==> src/rtl/cdw_pkg.sv <==
package cdw_pkg;
    typedef enum logic [1:0] {
        ST_IDLE  = 2'd0,
        ST_PUSH  = 2'd1,
        ST_FETCH = 2'd2,
        ST_LOAD  = 2'd3
    } cdw_state_e;

    // byte lanes inside the first window dword
    localparam int SEL_LANE  = 2;
    localparam int STAT_LANE = 3;
    // position of the pending flags within the status byte
    localparam int FLAG_LSB  = 2;
    localparam int LANES     = 4;
endpackage

==> src/rtl/cdw_fsm.sv <==
module cdw_fsm
    import cdw_pkg::*;
(
    input  logic clk,
    input  logic rst_n,
    input  logic start,        // accepted window write
    input  logic start_push,   // that write touched the data dword
    output logic ready,
    output logic push_ph,
    output logic fetch_ph,
    output logic load_ph
);
    cdw_state_e state_q, state_d;

    always_comb begin
        state_d = state_q;
        unique case (state_q)
            ST_IDLE:  if (start) state_d = start_push ? ST_PUSH : ST_FETCH;
            ST_PUSH:  state_d = ST_FETCH;
            ST_FETCH: state_d = ST_LOAD;
            ST_LOAD:  state_d = ST_IDLE;
            default:  state_d = ST_IDLE;
        endcase
    end

    always_ff @(posedge clk) begin
        if (!rst_n) state_q <= ST_IDLE;
        else        state_q <= state_d;
    end

    always_comb begin
        ready    = 1'b0;
        push_ph  = 1'b0;
        fetch_ph = 1'b0;
        load_ph  = 1'b0;
        unique case (state_q)
            ST_IDLE:  ready    = 1'b1;
            ST_PUSH:  push_ph  = 1'b1;
            ST_FETCH: fetch_ph = 1'b1;
            ST_LOAD:  load_ph  = 1'b1;
            default:  ready    = 1'b0;
        endcase
    end
endmodule

==> src/rtl/cdw_regs.sv <==
module cdw_regs
    import cdw_pkg::*;
#(
    parameter int SEL_W = 8
) (
    input  logic             clk,
    input  logic             rst_n,
    input  logic             sel_we,
    input  logic [SEL_W-1:0] sel_wval,
    input  logic [LANES-1:0] data_be,
    input  logic [31:0]      data_wval,
    input  logic             load_en,
    input  logic [31:0]      load_val,
    output logic [SEL_W-1:0] sel_q,
    output logic [31:0]      data_q
);
    always_ff @(posedge clk) begin
        if (!rst_n)      sel_q <= '0;
        else if (sel_we) sel_q <= sel_wval;
    end

    // one byte lane of the data copy per generate branch (R6 merge)
    for (genvar g = 0; g < LANES; g++) begin : g_lane
        always_ff @(posedge clk) begin
            if (!rst_n)
                data_q[8*g +: 8] <= 8'h00;
            else if (load_en)
                data_q[8*g +: 8] <= load_val[8*g +: 8];
            else if (data_be[g])
                data_q[8*g +: 8] <= data_wval[8*g +: 8];
        end
    end
endmodule

==> src/rtl/cdw_arr_port.sv <==
module cdw_arr_port #(
    parameter int SEL_W     = 8,
    parameter int ARR_BYTES = 160
) (
    input  logic             push_ph,
    input  logic             fetch_ph,
    input  logic [SEL_W-1:0] sel_q,
    input  logic [31:0]      data_q,
    input  logic [31:0]      arr_rdata,
    output logic             arr_wr_en,
    output logic             arr_rd_en,
    output logic [SEL_W+1:0] arr_addr,
    output logic [31:0]      arr_wdata,
    output logic [31:0]      load_val
);
    localparam int ARR_DWORDS = ARR_BYTES / 4;

    logic in_range;

    always_comb begin
        in_range  = 32'(sel_q) < 32'(ARR_DWORDS);
        arr_addr  = {sel_q, 2'b00};
        arr_wdata = data_q;
        arr_wr_en = push_ph  && in_range;
        arr_rd_en = fetch_ph && in_range;
        load_val  = in_range ? arr_rdata : 32'h0;
    end
endmodule

==> src/rtl/cfg_dword_window.sv <==
module cfg_dword_window
    import cdw_pkg::*;
#(
    parameter int CFG_AW    = 8,
    parameter int CAP_BASE  = 'h50,
    parameter int SEL_W     = 8,
    parameter int ARR_BYTES = 160
) (
    input  logic              clk,
    input  logic              rst_n,
    input  logic              cfg_wr_en,
    input  logic [CFG_AW-1:0] cfg_addr,
    input  logic [3:0]        cfg_be,
    input  logic [31:0]       cfg_wdata,
    output logic [31:0]       cfg_rdata,
    input  logic [1:0]        pend_flags,
    output logic              ready,
    output logic              arr_wr_en,
    output logic              arr_rd_en,
    output logic [SEL_W+1:0]  arr_addr,
    output logic [31:0]       arr_wdata,
    input  logic [31:0]       arr_rdata
);
    localparam logic [CFG_AW-3:0] HDR_DW  = (CFG_AW-2)'(CAP_BASE / 4);
    localparam logic [CFG_AW-3:0] DATA_DW = (CFG_AW-2)'(CAP_BASE / 4 + 1);

    logic             hit_hdr, hit_data, accept;
    logic             push_ph, fetch_ph, load_ph;
    logic [SEL_W-1:0] sel_q;
    logic [31:0]      data_q, load_val;

    always_comb begin
        hit_hdr  = cfg_addr[CFG_AW-1:2] == HDR_DW;
        hit_data = cfg_addr[CFG_AW-1:2] == DATA_DW;
        // only an idle, in-window write with some byte enabled
        accept   = cfg_wr_en && ready && (hit_hdr || hit_data) && (cfg_be != 4'b0000);
    end

    cdw_fsm u_fsm (
        .clk        (clk),
        .rst_n      (rst_n),
        .start      (accept),
        .start_push (hit_data),
        .ready      (ready),
        .push_ph    (push_ph),
        .fetch_ph   (fetch_ph),
        .load_ph    (load_ph)
    );

    cdw_regs #(.SEL_W(SEL_W)) u_regs (
        .clk       (clk),
        .rst_n     (rst_n),
        .sel_we    (accept && hit_hdr && cfg_be[SEL_LANE]),
        .sel_wval  (cfg_wdata[8*SEL_LANE +: SEL_W]),
        .data_be   ((accept && hit_data) ? cfg_be : 4'b0000),
        .data_wval (cfg_wdata),
        .load_en   (load_ph),
        .load_val  (load_val),
        .sel_q     (sel_q),
        .data_q    (data_q)
    );

    cdw_arr_port #(.SEL_W(SEL_W), .ARR_BYTES(ARR_BYTES)) u_port (
        .push_ph   (push_ph),
        .fetch_ph  (fetch_ph),
        .sel_q     (sel_q),
        .data_q    (data_q),
        .arr_rdata (arr_rdata),
        .arr_wr_en (arr_wr_en),
        .arr_rd_en (arr_rd_en),
        .arr_addr  (arr_addr),
        .arr_wdata (arr_wdata),
        .load_val  (load_val)
    );

    // read view: header bytes 0..1 read as zero here
    always_comb begin
        cfg_rdata = 32'h0;
        if (hit_hdr) begin
            cfg_rdata[8*STAT_LANE + FLAG_LSB +: 2] = pend_flags;
            cfg_rdata[8*SEL_LANE +: 8]             = 8'(sel_q);
        end else if (hit_data) begin
            cfg_rdata = data_q;
        end
    end
endmodule

==> config.mk <==
export PLATFORM = sky130hd
export DESIGN_NAME = cfg_dword_window
export DESIGN_NICKNAME = d
export VERILOG_FILES = /design/src/rtl/cdw_pkg.sv /design/src/rtl/cdw_fsm.sv /design/src/rtl/cdw_regs.sv /design/src/rtl/cdw_arr_port.sv /design/src/rtl/cfg_dword_window.sv
export SDC_FILE = /design/constraint.sdc
export NUM_CORES = 1
export LEC_CHECK = 0
export ABC_AREA = 1
export BUFFER_PORTS_ARGS = -buffer_cell sky130_fd_sc_hd__buf_2
export CAP_MARGIN = 20
export CORE_ASPECT_RATIO = 0.9
export CORE_MARGIN = 3
export CORE_UTILIZATION = 40
export CTS_CLUSTER_SIZE = 14
export DETAILED_ROUTE_END_ITERATION = 10
export HOLD_SLACK_MARGIN = 0.03
export PLACE_DENSITY = 0.87
export SETUP_SLACK_MARGIN = 0.5
export SYNTH_ARGS = -nofsm -noshare
export SYNTH_HDL_FRONTEND = slang
export SYNTH_SLANG_ARGS = --single-unit
==> constraint.sdc <==
create_clock -name clk -period 1.5 [get_ports clk]
set_input_delay 0 -clock clk [delete_from_list [all_inputs] [get_ports clk]]
set_output_delay 0 -clock clk [all_outputs]
set_load 0.005 [all_outputs]
==> flow_summary_export.csv, run 1 <==
group,metric,value,unit
outcome,status,"finished, violations left",
outcome,violations,"setup timing",
grt,grt_overflow,0,
cells_and_area,final_area,4690,um2
worst_setup_path,r2r_slack,-40,ps
worst_setup_path,r2r_end,"u_regs.sel_q[1]",
timing,tightest_slew,715,ps
clock_tree,clock-sinks,42,
worst_setup_path,setup.worst_path.end,"u_regs.sel_q[1]",
worst_setup_path,cpPeakStageDelay,370,ps
grt,track_usage,24.8,%
floorplan,die_w,94.0,um
cells_and_area,final_cells,723,
worst_setup_path,cp_max_fo,8,
worst_setup_path,rr_startpoint,"u_fsm.state_q[0]",
clock_tree,cts_tree,"yes",
timing,finalClockSkew,5.65,ps
cells_and_area,utilization,70.5,%
placement,dpl.hpwl,7.01,mm
yosys,synth-seq-area-share,30.1,%
floorplan,ios,158,
drt,wl_per_cell,15.4,um
worst_setup_path,path_common_cell,"nand2_2",
timing,relSlewSlack,52.1,%
placement,dpl.cell_count,681,
drt,drtIter0Drc,157,
cells_and_area,fillers,529,
cells_and_area,drive_gt1_share,52.4,%
timing,maxSlewViolCount,0,
drt,routed_wl,11.1,mm
worst_setup_path,crit_chain,"inv_4 -> ha_4 -> nand3_4 -> nor2_8 -> nand2_4 -> inv_8 -> nand2_8 -> nand2_2 -> nand2_2 -> nor2_4",
clock_tree,cts_max_level,2,
placement,dpl_worst_slack,-29.7,ps
yosys,yosys_warnings,0,
worst_hold_path,hp-class,"input port to register",
power,clkPwrFrac,21.3,%
clock_tree,clockBufferDepth,2,
power,p_leak,0.00258,uW
grt,grt_start_max_net_pins,31,
timing,fin_crit,1540,ps
power,power_frac_seq,32.1,%
drt,ant_nets,0,
cells_and_area,multi_input_area,1990,um2
timing,finalCritPeriodShare,102,%
drt,drc_errors,0,
cells_and_area,fin_nets,718,
worst_setup_path,worst_setup_path_start_kind,"register",
placement,portBuffers,153,
yosys,syn-cell-area,2790,um2
yosys,synthCells,453,
clock_tree,path_clk_slew,80,ps
power,p_sw_share,35.4,%
drt,post_drt_via_cell_ratio,5.07,
timing,setup_viol_count_final,5,
placement,gp_congestion,0.837,
timing,fin_hold_ws,55.1,ps
timing,worst_slack,-35.5,ps
floorplan,dieArea,8010,um2
timing,hold_viol_final,0,
floorplan,start_util,41.9,%
yosys,ys_types,27,
worst_setup_path,cp.arrival,1780,ps
worst_setup_path,rr_worst_depth,10,
drt,num_vias,3667,
power,p_int,2750,uW
grt,antenna_found_initial,0,
clock_tree,clkLatencyLatePin,300,ps
clock_tree,cts_root_buffer,"clkbuf_8",
worst_setup_path,critPathRequiredTime,1740,ps
power,comb_power_share,46.6,%
floorplan,rows,28,
cells_and_area,area_growth,68.2,%
yosys,synth.ff_latch_count,42,
floorplan,die_height,85.2,um
drt,firstDrtPassIters,4,
power,p_switching,1510,uW
cells_and_area,final-seq-area,871,um2
cells_and_area,diodes,0,
power,power_density,907,nW/um2
power,ir_drop,0.640,mV
grt,grt_pass1_wl,16.0,mm
timing,fmax,651,MHz
worst_setup_path,critical_path_class,"register to register",
flow_run,cap_violations,0,
grt,grt_pass1_vias,3425,
yosys,avgSynthCellArea,6.16,um2
placement,placed_area,3810,um2
clock_tree,numCtsBuffers,5,
worst_setup_path,cp-end-kind,"register",
floorplan,core,6660,um2
timing,grt_setup_unrepaired,"true",
worst_setup_path,slowest_stage,"dfxtp_4",
worst_setup_path,crit_start,"u_fsm.state_q[0]",
[cell usage after synthesis]
master / instances / area (um2)
nand2_1: 114 / 428
nor2_1: 76 / 285
inv_1: 49 / 184
dfxtp_1: 42 / 841
o21ai_0: 35 / 175
a21oi_1: 33 / 165
nand3_1: 30 / 150
clkbuf_1: 18 / 67.6
o22ai_1: 10 / 62.6
buf_2: 7 / 35.0
buf_6: 6 / 67.6
nand3_2: 6 / 60.1
ha_1: 5 / 62.6
nand2_2: 3 / 18.8
nand4_2: 3 / 37.5
buf_4: 2 / 15.0
inv_2: 2 / 7.51
nand4_1: 2 / 12.5
nor2_4: 2 / 22.5
a21boi_0: 1 / 7.51
clkinv_1: 1 / 3.75
conb_1: 1 / 3.75
nand2_4: 1 / 11.3
nand3_4: 1 / 17.5
nand4_4: 1 / 21.3
nor2_8: 1 / 20.0
or2_2: 1 / 6.26
[placed cells by master, fill, tap and decap left out, types with 10 or more instances in the layout]
cell type	n
nor2_1	67
dfxtp_2	15
o21ai_0	32
buf_6	11
buf_2	151
a21oi_2	28
nand3_2	27
nand2_1	105
inv_1	38
buf_4	21
nand2_2	10
dfxtp_1	24
[routing by layer]
layer	global-route usage, %	share of wire [%]	up-vias
met5	0	0	-
met2	47.5	52	184
li1	-	-	1784
met3	4.43	7.9	24
met4	6.82	2.1	0
met1	27.8	38	1675
[registers in the layout (all words and copies together), names as in the netlist]
signal,count
u_fsm.state_q,2
u_regs.sel_q,8
u_regs.data_q,32
[power groups by stage]
stage	Combinational, uW	Sequential, uW	Clock, uW
detailed placement	1430	1350	0
global route	2170	1380	968
floorplan	891	1350	0
CTS	1690	1330	921
finish	1990	1370	907
global placement	1360	1340	0
[area by class of cell]
cell class	instances	share of cell area [%]
inverter	52	4.53
timing repair buffer	203	29.8
clock inverter	1	0.640
sequential	42	18.6
clock buffer	7	1.63
multi-input combinational	328	42.4
tap	90	2.40
[kinds of logic after synthesis]
logic type	count (synthesis)	synth area share (%)
simple gates	241	39.1
buf+inv	85	13.6
compound gates	79	14.7
flops	42	30.1
fa+ha+maj	5	2.24
other cells	1	0.134
[per-stage QoR]
| stage | setup TNS [ps] | total power, uW |
|---|---|---|
| floorplan | 0 | 2240 |
| global placement | 0 | 2700 |
| detailed placement | -172 | 2780 |
| CTS | 0 | 3940 |
| global route | -2040 | 4520 |
| finish | -78.7 | 4260 |
[worst min path at each step]
stage	from	endpoint	slack [ps]	depth (start not counted)
after global placement	cfg_wdata[20]	u_regs.sel_q[4]	240	3
after CTS	cfg_wdata[11]	u_regs.data_q[11]	30	5
after detailed placement	cfg_wdata[20]	u_regs.sel_q[4]	250	3
after floorplan	pend_flags[0]	cfg_rdata[26]	100	2
after global routing	cfg_wdata[10]	u_regs.data_q[10]	80	5
final	cfg_wdata[11]	u_regs.data_q[11]	60	5
[timing repair]
item / in CTS / in global routing
gates resized for setup: 47 / 72
hold buffers: 8 / 0
gates cloned: 4 / 1
setup endpoints to repair: 72 / 58
hold endpoints to repair: 8 / 0
pin swaps: 8 / 31
setup buffers: 13 / 8
[critical path: cells and delay by family (launching register included)]
family / cells / cell delay [ps]
adder cells (fa/ha/maj): 1 / 140
AND/OR/NAND/NOR: 7 / 790
buffers and inverters: 2 / 170
flip-flops: 1 / 370
No activity file was read; power rests on OpenSTA's default activity.
==> inputs of run 2 (changes only) <==
- CORE_MARGIN: 3 -> not set
==> flow_summary_export.csv, run 2 (synthesis results as in run 1) <==
group,metric,value,unit
timing,finalCritPeriodShare,100,%
timing,fin_hold_ws,45.7,ps
grt,grt_pass1_wl,15.3,mm
power,p_leak,0.00245,uW
clock_tree,numCtsBuffers,5,
floorplan,ios,158,
timing,maxSlewViolCount,0,
power,power,4120,uW
worst_setup_path,critical_path_class,"register to register",
drt,routed_wl,10.2,mm
floorplan,rows,28,
cells_and_area,largest_reg_flops,32,
timing,relSlewSlack,51.9,%
timing,fin_crit,1500,ps
cells_and_area,final_cell_mix,"buf_2, nand2_1, nor2_1",
cells_and_area,fin_nets,714,
clock_tree,clockBufferDepth,2,
outcome,status,"finished, final reports clean",
drt,drc_errors,0,
clock_tree,path_clk_slew,90,ps
power,power_density,903,nW/um2
worst_setup_path,cp_max_fo,8,
grt,grt_overflow,0,
floorplan,start_util,41.9,%
clock_tree,cts_root_buffer,"clkbuf_8",
timing,tightest_slew,719,ps
grt,antenna_found_initial,0,
grt,grt_start_max_net_pins,45,
floorplan,dieArea,7310,um2
worst_setup_path,worst_setup_path_start_kind,"register",
clock_tree,clock-sinks,42,
floorplan,die_w,90.0,um
drt,firstDrtPassIters,5,
grt,grt_pass1_vias,3287,
timing,fmax,667,MHz
drt,num_vias,3634,
grt,track_usage,25.8,%
placement,portBuffers,153,
cells_and_area,max_flop_register,"u_regs.data_q",
worst_setup_path,cp.arrival,1720,ps
timing,tns,0,ps
cells_and_area,largestRegisters,"u_regs.data_q: 32 flops, u_regs.sel_q: 8 flops, u_fsm.state_q: 2 flops",
flow_run,cap_violations,0,
cells_and_area,final_common_cell,"buf_2",
cells_and_area,drive_gt1_share,50.6,%
floorplan,core,6660,um2
floorplan,die_height,81.2,um
clock_tree,cts_tree,"yes",
timing,setup_viol_count_final,0,
placement,gp_congestion,0.860,
power,ir_drop,0.622,mV
timing,finalClockSkew,9.19,ps
worst_setup_path,critPathRequiredTime,1730,ps
clock_tree,cts_max_level,2,
timing,grt_setup_unrepaired,"true",
worst_hold_path,hp-class,"input port to register",
drt,ant_nets,0,
cells_and_area,diodes,0,
drt,drtIter0Drc,135,
placement,dpl.hpwl,6.47,mm
worst_setup_path,cp-end-kind,"register",
cells_and_area,area_growth,63.6,%
timing,hold_viol_final,0,
drt,post_drt_via_cell_ratio,5.05,
cells_and_area,fillers,566,
clock_tree,clkLatencyLatePin,290,ps
drt,wl_per_cell,14.2,um
==> run 2: per-stage QoR <==
| step | worst slack [ps] | instances | utilization, % | cell area [um2] |
|---|---|---|---|---|
| 6_report | 0.562 | 719 | 68.5 | 4560 |
| 5_1_grt | -71.6 | 719 | 68.5 | 4560 |
| 4_1_cts | 46.0 | 711 | 64.3 | 4280 |
| 3_5_place_dp | -72.1 | 680 | 56.6 | 3760 |
| 3_3_place_gp | 7.85 | 680 | 56.6 | 3760 |
| 2_1_floorplan | 74.6 | 454 | - | 2930 |
==> run 2: timing repair <==
action	4_1_cts	5_1_grt
hold buffers	8	0
buffers inserted	12	7
gates cloned	3	1
pin swaps	13	24
gates resized for setup	43	63
endpoints found under the setup margin	68	55
hold endpoints to repair	8	0
==> run 2: critical path, cell delays in order (launching register included) <==
cell and delay [ps]:
dfxtp_2 350, inv_2 80, ha_4 150, nand3_4 90, nor2_8 220, nand4_4 140
clkbuf_16 200, nand3_1 70, nand2_1 50, nor2_1 100
==> run 2: power breakdown <==
| group | total (uW) | internal [uW] | leakage (uW) | switching [uW] |
|---|---|---|---|---|
| clock network | 767 | 372 | 0.0000482 | 395 |
| registers | 1330 | 1250 | 0.000349 | 80.8 |
| logic | 2030 | 1020 | 0.00206 | 1000 |
| total | 4120 | 2640 | 0.00245 | 1480 |
==> run 2: final cells by class <==
class | instances | area, um2 | share of cell area [%]
Clock buffer | 7 | 86.3 | 1.89
Clock inverter | 1 | 5.00 | 0.110
Inverter | 52 | 209 | 4.58
Multi-Input combinational cell | 328 | 1940 | 42.6
Sequential cell | 42 | 871 | 19.1
Tap cell | 90 | 113 | 2.47
Timing Repair Buffer | 199 | 1330 | 29.2
==> run 2: path summary, 6_finish.rpt <==
check	cells after the start	endpoint	slack, ps	startpoint
worst min-delay path	5	u_regs.data_q[31]	50	cfg_wdata[31]
worst min register to register	4	u_regs.data_q[24]	560	u_regs.data_q[24]
worst max register to register	9	u_regs.data_q[25]	0.6	u_fsm.state_q[0]
worst max-delay path	9	u_regs.data_q[25]	0.6	u_fsm.state_q[0]
==> run 2: per-layer routing <==
layer / GRT usage, % / vias up / share of wire, % / routed length [um]
li1: - / 1770 / - / -
met5: 0 / - / 0 / 0
met3: 5.71 / 23 / 7.8 / 796
met2: 48.2 / 182 / 50 / 5130
met4: 9.35 / 0 / 1.7 / 176
met1: 29.2 / 1659 / 40 / 4120
==> inputs of run 3 (changes only) <==
- CORE_UTILIZATION: 40 -> 48
- PLACE_DENSITY: 0.87 -> 0.95
- clock period: 1.5 -> 1.8 ns (I/O delays scaled with it)
==> flow_summary_export.csv, run 3 (synthesis results as in run 1) <==
group,metric,value,unit
outcome,status,"finished, final reports clean",
worst_setup_path,cp_max_fo,8,
floorplan,start_util,51.5,%
timing,relSlewSlack,53.4,%
power,p_leak,0.00236,uW
flow_run,cap_violations,0,
power,ir_drop,0.544,mV
clock_tree,clock-sinks,42,
timing,hold_viol_final,0,
drt,firstDrtPassIters,5,
worst_setup_path,critical_path_class,"register to register",
worst_setup_path,r2r_slack,230,ps
cells_and_area,drive_gt1_share,43.3,%
cells_and_area,largestRegisters,"u_regs.data_q: 32 flops, u_regs.sel_q: 8 flops, u_fsm.state_q: 2 flops",
worst_setup_path,critPathRequiredTime,2020,ps
drt,routed_wl,9.68,mm
worst_setup_path,worst_setup_path_start_kind,"register",
clock_tree,clockBufferDepth,2,
cells_and_area,fin_nets,703,
clock_tree,path_clk_slew,80,ps
grt,grt_start_max_net_pins,63,
worst_hold_path,min_path_cells,5,
worst_hold_path,min-delay-start,"cfg_wdata[29]",
placement,dpl_worst_slack,149,ps
cells_and_area,area_growth,53.8,%
worst_hold_path,hp-class,"input port to register",
timing,setup_viol_count_final,0,
drt,post_drt_via_cell_ratio,5.22,
drt,drc_errors,0,
worst_setup_path,cp.arrival,1790,ps
timing,fmax,636,MHz
cells_and_area,final_cell_mix,"buf_2, nand2_1, nor2_1",
placement,gp_congestion,0.802,
grt,grt_pass1_wl,13.6,mm
worst_setup_path,r2r_end,"u_regs.data_q[18]",
timing,maxSlewViolCount,0,
worst_setup_path,rr_worst_depth,10,
clock_tree,clkLatencyLatePin,280,ps
power,power_density,702,nW/um2
floorplan,die_w,82.4,um
clock_tree,cts_root_buffer,"clkbuf_8",
cells_and_area,final_common_cell,"buf_2",
grt,grt_overflow,0,
timing,grt_setup_unrepaired,"true",
timing,worst_slack,226,ps
timing,tns,0,ps
floorplan,rows,25,
floorplan,ios,158,
placement,dpl.hpwl,6.25,mm
clock_tree,cts_max_level,2,
timing,finalClockSkew,5.52,ps
drt,drtIter0Drc,211,
cells_and_area,diodes,0,
worst_setup_path,rr_startpoint,"u_fsm.state_q[1]",
drt,num_vias,3562,
floorplan,dieArea,6120,um2
grt,track_usage,29.3,%
drt,ant_nets,0,
floorplan,core,5410,um2
grt,antenna_found_initial,0,
timing,tightest_slew,697,ps
timing,finalCritPeriodShare,87.4,%
worst_setup_path,cp-end-kind,"register",
cells_and_area,largest_reg_flops,32,
floorplan,die_height,74.3,um
placement,portBuffers,153,
timing,fin_crit,1570,ps
cells_and_area,max_flop_register,"u_regs.data_q",
worst_hold_path,hold_end,"u_regs.data_q[29]",
grt,grt_pass1_vias,3037,
clock_tree,numCtsBuffers,5,
clock_tree,cts_tree,"yes",
drt,wl_per_cell,14.2,um
==> run 3: cell count changes in the layout (fill, tap and decap cells not counted), sizes merged <==
cell,change
clkbuf,+1
bufbuf,-2
inv,-1
buf,-11
==> run 3: cell type report <==
class | instances | area [um2]
multi-input cells | 328 | 1870
repair buffers | 188 | 1190
fillers | 391 | 1120
flip-flops and latches | 42 | 853
inverters | 52 | 214
well taps | 67 | 83.8
clock buffers | 6 | 82.6
==> run 3: critical path: stages (launching register included) <==
cell	delay, ps
dfxtp_4	370
inv_4	70
ha_4	140
nand3_4	90
nor2_8	150
buf_12	120
nand4_4	100
clkbuf_16	210
nand3_2	60
nand2_1	50
nor2_1	140
==> run 3: worst max-delay path by stage <==
stage	startpoint	endpoint	slack (ps)	cells after the start
floorplan	u_fsm.state_q[1]	u_regs.data_q[4]	370	8
global placement	u_fsm.state_q[0]	u_regs.data_q[28]	230	7
detailed placement	u_fsm.state_q[0]	u_regs.data_q[9]	150	7
CTS	u_fsm.state_q[0]	u_regs.sel_q[1]	270	11
global route	u_fsm.state_q[1]	u_regs.data_q[17]	170	10
finish	u_fsm.state_q[1]	u_regs.data_q[18]	230	10
==> run 3: metal layers <==
layer,share of wire (%),track usage (%),routed length [um]
met1,39,33.2,3780
met2,50,53.1,4850
met3,8.7,7.36,844
met4,2.1,10.1,202
met5,0,0,0
==> run 3: timing repair <==
action	CTS	global route
hold buffers	8	0
setup buffers	11	1
gates cloned	3	3
endpoints found under the hold margin	8	0
endpoints found under the setup margin	68	72
resized for setup	18	40
pin swaps	7	15
==> run 3: through the flow <==
stage / instance area [um2] / util, % / instances / power [uW] / hold WS (ps)
after floorplan: 2930 / - / 454 / 1860 / 104
after global placement: 3670 / 67.7 / 651 / 2160 / 240
after detailed placement: 3670 / 67.7 / 651 / 2220 / 244
after CTS: 4080 / 75.3 / 679 / 2910 / 60.2
after global routing: 4290 / 79.3 / 683 / 3210 / 85.3
final: 4290 / 79.3 / 683 / 3010 / 64.0
==> run 3: report_power, final <==
group	switching, uW	internal (uW)	total (uW)
Sequential	84.9	1050	1130
Combinational	710	569	1280
Clock	306	296	602
Total	1100	1910	3010
